===== src/rtl/char_out_pkg.sv =====
// Package: shared constants and types for the character output port.
// Assumes a word-addressed bus; offsets below are word offsets.
package char_out_pkg;
    localparam int unsigned BUS_W = 32;

    // One-hot register select produced by the address decoder
    typedef struct packed {
        logic stat;
        logic chr;
        logic cmd;
    } reg_sel_t;
endpackage


===== src/rtl/char_out_decode.sv =====
// Module: char_out_decode
// Decodes a word offset into one-hot register selects.
// Assumes the three offsets are distinct; unmapped offsets select nothing.
module char_out_decode
    import char_out_pkg::*;
#(
    parameter int unsigned ADDR_W   = 4,
    parameter int unsigned STAT_OFS = 0,
    parameter int unsigned CHAR_OFS = 1,
    parameter int unsigned CMD_OFS  = 2
) (
    input  logic              clk,
    input  logic              rst_n,
    input  logic [ADDR_W-1:0] addr,
    output reg_sel_t          sel
);
    localparam logic [ADDR_W-1:0] STAT_A = ADDR_W'(STAT_OFS);
    localparam logic [ADDR_W-1:0] CHAR_A = ADDR_W'(CHAR_OFS);
    localparam logic [ADDR_W-1:0] CMD_A  = ADDR_W'(CMD_OFS);

    // Compare the offset against each register's offset
    always_comb begin
        sel.stat = (addr == STAT_A);
        sel.chr  = (addr == CHAR_A);
        sel.cmd  = (addr == CMD_A);
    end


    sel_onehot_chk: assert property (@(posedge clk) disable iff (!rst_n)
        $onehot0(sel));
endmodule


===== src/rtl/char_out_chan.sv =====
// Module: char_out_chan
// Character channel: latches a byte on an accepted write, pulses Start,
// holds the byte and clears Ready until Done is sampled after Start.
// Assumes dev_done is synchronous to clk.
module char_out_chan
    import char_out_pkg::*;
#(
    parameter int unsigned CHAR_W = 8
) (
    input  logic              clk,
    input  logic              rst_n,
    input  logic              wr_char,
    input  logic [BUS_W-1:0]  wdata,
    input  logic              dev_done,
    output logic [CHAR_W-1:0] char_q,
    output logic              start_q,
    output logic              ready_q
);
    logic wr_ok;

    // A character write is taken only while the device is idle
    always_comb wr_ok = wr_char & ready_q;

    // Load byte, pulse Start, and track Ready through the handshake
    always_ff @(posedge clk) begin
        if (!rst_n) begin
            char_q  <= '0;
            start_q <= 1'b0;
            ready_q <= 1'b1;
        end else begin
            start_q <= wr_ok;
            if (wr_ok) begin
                char_q  <= wdata[CHAR_W-1:0];
                ready_q <= 1'b0;
            end else if (!ready_q && !start_q && dev_done) begin
                ready_q <= 1'b1;
            end
        end
    end


    start_pulse_chk: assert property (@(posedge clk) disable iff (!rst_n)
        start_q |=> !start_q);

    start_busy_chk: assert property (@(posedge clk) disable iff (!rst_n)
        start_q |-> !ready_q);

    hold_data_chk: assert property (@(posedge clk) disable iff (!rst_n)
        !ready_q |=> $stable(char_q));

    ready_done_chk: assert property (@(posedge clk) disable iff (!rst_n)
        $rose(ready_q) |-> ($past(dev_done) && !$past(start_q)));
endmodule


===== src/rtl/char_out_cmd.sv =====
// Module: char_out_cmd
// Command register: a write with the line bit set yields a one-cycle
// print-line pulse; the bit clears itself on the following edge.
module char_out_cmd
    import char_out_pkg::*;
#(
    parameter int unsigned LINE_BIT = 0
) (
    input  logic             clk,
    input  logic             rst_n,
    input  logic             wr_cmd,
    input  logic [BUS_W-1:0] wdata,
    output logic             line_q
);
    // Set on a write carrying the line bit, otherwise clear
    always_ff @(posedge clk) begin
        if (!rst_n) line_q <= 1'b0;
        else        line_q <= wr_cmd & wdata[LINE_BIT];
    end


    line_pulse_chk: assert property (@(posedge clk) disable iff (!rst_n)
        line_q && !$past(wr_cmd) |=> !line_q);

    line_cause_chk: assert property (@(posedge clk) disable iff (!rst_n)
        $rose(line_q) |-> $past(wr_cmd));
endmodule


===== src/rtl/char_out_port.sv =====
// Module: char_out_port (top)
// Memory-mapped character output port with Start/Done handshake.
// Assumes single-cycle word strobes and a combinational read path.
module char_out_port
    import char_out_pkg::*;
#(
    parameter int unsigned ADDR_W   = 4,
    parameter int unsigned CHAR_W   = 8,
    parameter int unsigned STAT_OFS = 0,
    parameter int unsigned CHAR_OFS = 1,
    parameter int unsigned CMD_OFS  = 2,
    parameter int unsigned LINE_BIT = 0
) (
    input  logic              clk,
    input  logic              rst_n,
    input  logic              bus_wr,
    input  logic              bus_rd,
    input  logic [ADDR_W-1:0] bus_addr,
    input  logic [31:0]       bus_wdata,
    output logic [31:0]       bus_rdata,
    output logic [CHAR_W-1:0] dev_data,
    output logic              dev_start,
    input  logic              dev_done,
    output logic              dev_line
);
    localparam int unsigned SIGN_BIT = BUS_W - 1;

    reg_sel_t          sel;
    logic [CHAR_W-1:0] char_q;
    logic              ready_q;

    char_out_decode #(
        .ADDR_W(ADDR_W), .STAT_OFS(STAT_OFS),
        .CHAR_OFS(CHAR_OFS), .CMD_OFS(CMD_OFS)
    ) u_decode (
        .clk(clk), .rst_n(rst_n), .addr(bus_addr), .sel(sel)
    );

    char_out_chan #(.CHAR_W(CHAR_W)) u_chan (
        .clk(clk), .rst_n(rst_n),
        .wr_char(bus_wr & sel.chr), .wdata(bus_wdata),
        .dev_done(dev_done),
        .char_q(char_q), .start_q(dev_start), .ready_q(ready_q)
    );

    char_out_cmd #(.LINE_BIT(LINE_BIT)) u_cmd (
        .clk(clk), .rst_n(rst_n),
        .wr_cmd(bus_wr & sel.cmd), .wdata(bus_wdata),
        .line_q(dev_line)
    );

    // Drive the held character to the device
    always_comb dev_data = char_q;

    // Read mux: Ready in the sign bit, byte in the low bits, rest zero
    always_comb begin
        bus_rdata = '0;
        if (bus_rd) begin
            if (sel.stat)     bus_rdata[SIGN_BIT]   = ready_q;
            else if (sel.chr) bus_rdata[CHAR_W-1:0] = char_q;
        end
    end


    idle_read_chk: assert property (@(posedge clk) disable iff (!rst_n)
        !bus_rd |-> (bus_rdata == '0));

    busy_write_chk: assert property (@(posedge clk) disable iff (!rst_n)
        (bus_wr && sel.chr && !ready_q) |=> (!dev_start && $stable(dev_data)));

    load_chk: assert property (@(posedge clk) disable iff (!rst_n)
        (bus_wr && sel.chr && ready_q) |=> (dev_data == $past(bus_wdata[CHAR_W-1:0])));
endmodule


===== config.mk =====
export PLATFORM = sky130hd
export DESIGN_NAME = char_out_port
export DESIGN_NICKNAME = d
export VERILOG_FILES = /design/src/rtl/char_out_pkg.sv /design/src/rtl/char_out_decode.sv /design/src/rtl/char_out_chan.sv /design/src/rtl/char_out_cmd.sv /design/src/rtl/char_out_port.sv
export SDC_FILE = /design/constraint.sdc
export NUM_CORES = 1
export LEC_CHECK = 0
export ABC_AREA = 1
export BUFFER_PORTS_ARGS = -buffer_cell sky130_fd_sc_hd__buf_4
export CAP_MARGIN = 20
export CORE_ASPECT_RATIO = 1.2
export CORE_MARGIN = 2
export CORE_UTILIZATION = 33
export DETAILED_ROUTE_END_ITERATION = 16
export GPL_ROUTABILITY_DRIVEN = 0
export PLACE_DENSITY = 0.77
export SLEW_MARGIN = 20
export SYNTH_ARGS = -nofsm -noshare
export SYNTH_HDL_FRONTEND = slang
export SYNTH_HIERARCHICAL = 1
export SYNTH_SLANG_ARGS = --single-unit

===== constraint.sdc =====
create_clock -name clk -period 1.7 [get_ports clk]
set_clock_uncertainty 0.2 [all_clocks]
set_input_delay 0.425 -clock clk [delete_from_list [all_inputs] [get_ports clk]]
set_output_delay 0.425 -clock clk [all_outputs]
set_load 0.02 [all_outputs]

Word level (Yosys, flattened, before mapping) --
Cells that the tools add are included.
Operators by class: add/subtract/negate cells 0, multipliers 0, div/mod/pow operators 0, magnitude comparators 0, eq/ne operators 2, shifts and indexed selects 0, multiplexer cells 7, bitwise gates (word level) 4, reduce and logical (&&, ||, !) cells 6
Operators with widths (count):
- 8-bit 2-to-1 mux | 3
- 1-bit AND | 4
- 4-bit by 1-bit equality test with 1-bit output, second input constant | 1
- 4-bit by 2-bit equality test with 1-bit output, second input constant | 1
- 4-bit logical NOT | 1
- 1-bit 2-to-1 mux | 4
- 1-bit logical AND | 2
- 1-bit logical NOT | 2
- 2-bit nonzero test | 1
Storage, ports and cells: register bits after elaboration 11, bits in latches 0, bits in writable memories 0, memory bits (read-only) 0, input bits 41, output and inout port bits 42, word-level logic and storage cells 23, memories 0

Logic depth before layout (Yosys ltp) --
depth after elaboration 5, mapped depth 10, gate-level depth less buffers 9

Modules after synthesis --
The synthesis kept the hierarchy.
Modules (own cells, without submodules):
- char_out_chan | times used 1, cells each 60, area each 405.4 um^2, seq. area each 200.2 um^2
- char_out_port | times used 1, cells each 48, area each 269.0 um^2, seq. area each 0.0 um^2
- char_out_decode | times used 1, cells each 11, area each 43.8 um^2, seq. area each 0.0 um^2
- char_out_cmd | times used 1, cells each 4, area each 33.8 um^2, seq. area each 20.0 um^2

Worst setup path after synthesis --
Ideal clock, no wire load.
path kind input port to output port, start point in bus_addr[2], end point out bus_rdata[0], arrival time 1089 ps, required time 1075 ps, setup slack -14 ps, cell stages on the path 5, buffers on the path 0, path through inv_1 nand2_2 nor2_1 nand2_2 nor2_1
RTL lines:
- start, declared | RTL line char_out_port.sv:18 | input logic [ADDR_W-1:0] bus_addr,
- end, declared | RTL line char_out_port.sv:20 | output logic [31:0] bus_rdata,

==> qor.csv <==
metric,value,unit
outcome,"finished, violations left",
failing checks,setup timing,
Post-CTS Hold Fix Bufs,0,
Residual DRC,0,
Synth Area in XOR/XNOR,0,%
hold crit path type,input port to flip-flop,
DR WL met2,935,um
Initial DRC Count,4,
highest metal used,met4,
clock tree sinks,11,
Synth Area in Adders,0,%
Post-synth EDFFs,0,
mapped cell area,752,um2
Pre-antenna DRT Iters,4,
HPWL after DPL,1220,um
Final Non-Filler Cells,192,
Final WS setup,-0.124,ns
Peak supply drop,0.000477,V
area added between synthesis and finish,50.2,%
NumNets Final,204,
Syn Inst Count,123,
commonest cells in the netlist,"nand2_1, nor2_1, buf_4, inv_1, dfxtp_1",
"top cells by area, synth","dfxtp_1, buf_4, nand2_1, nor2_1, inv_1",
DIE WIDTH,47.6,um
Final Setup Violations,9,
top-level I/O count,83,
power density over the cells,523,nW/um2
Setup crit end kind,output port,
unrepaired setup endpoints after global routing,true,
Clock Tree Buf Depth,2,
sequential share of the synthesized area,29.3,%
initial antenna violation count,0,
Congestion Overflow GR,0,
Synth Area in Compound Gates,0,%
Post-synth ARST share,0,%
met3 WL,131,um
"Reg clk slew, reported paths",0.07,ns
Seq cells post-synth,11,
clock root buffer,clkbuf_4,
max_cap viols,0,
Starting Density,35.5,%
Hold Fails Final Rpt,0,
CTS buffer count,3,
minimum clock period,1.82,ns
H-tree lvl count,1,
Yosys top cell area share,29.3,%
"area leader, netlist",dfxtp_1,
share of cells above drive strength 1,38.9,%
Worst Path Max Fanout,4,
Placed Cells,186,
first-pass GRT wire length,2590,um
global-route usage over all layers,13.3,%
CTS tree,yes,
CP Class,input port to output port,
Fmax,548,MHz
post-route core utilization,53.4,%
drt wl/cell,8.82,um
largest family of logic cells by synthesized area,simple AND/OR/NAND/NOR gates,
Ys Warns,6,
DRT met1 WL,608,um
Die Ht,56.3,um
post-synthesis simple-gate area fraction,35.8,%
cell with the most instances after synthesis,nand2_1,
vias per cell,3.77,
Skew-Pair Late Insertion Delay,0.26,ns
Leak,0.606,nW
WL final,1690,um
mux cell area share after synthesis,0,%
largest net degree at the start of global routing,18,
vias in the first global route,617,
Vias,724,
Worst EP required,1.07,ns
critical path arrival,1.20,ns
row cnt,18,
top_reg_cell synth,dfxtp_1,
fin. max-slew vios,0,
Tcrit/Tclk final,107,%
die area,2680,um2
ANT nets after route,0,
Synth cell types,11,
n_diodes,0,
I/O Buffers,35,
CP Launch Type,input port,
Mean Syn Cell Area,6.11,um2
Worst R2R Setup Slack,0.65,ns
total core area,2120,um2
## through the flow
stage               power (W)  cell area (um2)  TNS, ns  setup slack [ns]  hold slack (ns)
floorplan            0.000391              835   -0.116           -0.0145            0.296
global placement     0.000390              951    -1.97            -0.180            0.302
detailed placement   0.000392              951    -2.57            -0.232            0.306
CTS                  0.000585             1040   -0.616           -0.0786            0.155
global route         0.000623             1130    -1.25            -0.168            0.168
finish               0.000591             1130   -0.840            -0.124            0.161
## registers in the layout (all words and copies together), names as in the netlist
signal / count
u_chan/ready_q: 1
u_cmd/line_q: 1
u_chan/start_q: 1
u_chan/char_q: 8
## worst max-delay path: stages
cell,delay [ns]
buf_8,0.10
inv_6,0.05
nand2_4,0.05
nor2_4,0.15
clkinvlp_4,0.15
nand2_1,0.09
nor2_1,0.04
buf_4,0.15
## path summary, 6_finish.rpt
kind	start	end	cells after the start
max	bus_addr[0]	bus_rdata[6]	8
min	dev_done	u_chan/ready_q	3
max reg2reg	u_chan/ready_q	u_chan/char_q[1]	3
min reg2reg	u_chan/start_q	u_chan/ready_q	3
## cell type report
class / instances / area (um2)
fill: 220 / 987
multi-input combinational: 91 / 439
timing repair buffer: 37 / 319
sequential: 11 / 220
inverter: 18 / 80.1
tap: 30 / 37.5
clock buffer: 4 / 26.3
timing repair inverter: 1 / 7.51
## cell usage in the layout, fill, tap and decap left out
cell | synthesis | layout
nand2_2 | 4 | 4
nor2_2 | 1 | 4
nor2_1 | 30 | 22
clkbuf_4 | 0 | 3
nand2_1 | 32 | 28
nand2_4 | 0 | 3
inv_6 | 0 | 1
clkbuf_1 | 0 | 1
nor2_4 | 0 | 5
inv_4 | 0 | 3
buf_4 | 24 | 27
buf_6 | 1 | 9
dfxtp_1 | 11 | 11
buf_8 | 0 | 1
inv_2 | 1 | 1
nand3_1 | 1 | 1
clkinvlp_4 | 0 | 1
inv_1 | 17 | 13
conb_1 | 1 | 23
nand2_8 | 0 | 1
## per-layer routing
metal  track usage (%)  vias to the layer above
li1                  -                      382
met1              14.5                      307
met2              22.6                       33
met3              2.89                        2
met4              6.95                        0
met5                 0                        -
## where the power goes
part	total (W)	internal [W]	switching, W
clock	0.000181	0.0000907	0.0000902
combinational	0.000144	0.0000492	0.0000945
sequential	0.000267	0.000263	0.00000411
## cells by family after synthesis
logic type / after synthesis
simple gates: 68
buf+inv: 43
other cells: 1
flops: 11
## timing repair
action | CTS | global route
setup endpoints to repair | 9 | 9
resized for setup | 22 | 21
cloned | 0 | 1
buffers inserted | 0 | 1
pin swaps | 9 | 11
(Power assumes the default switching activity.)
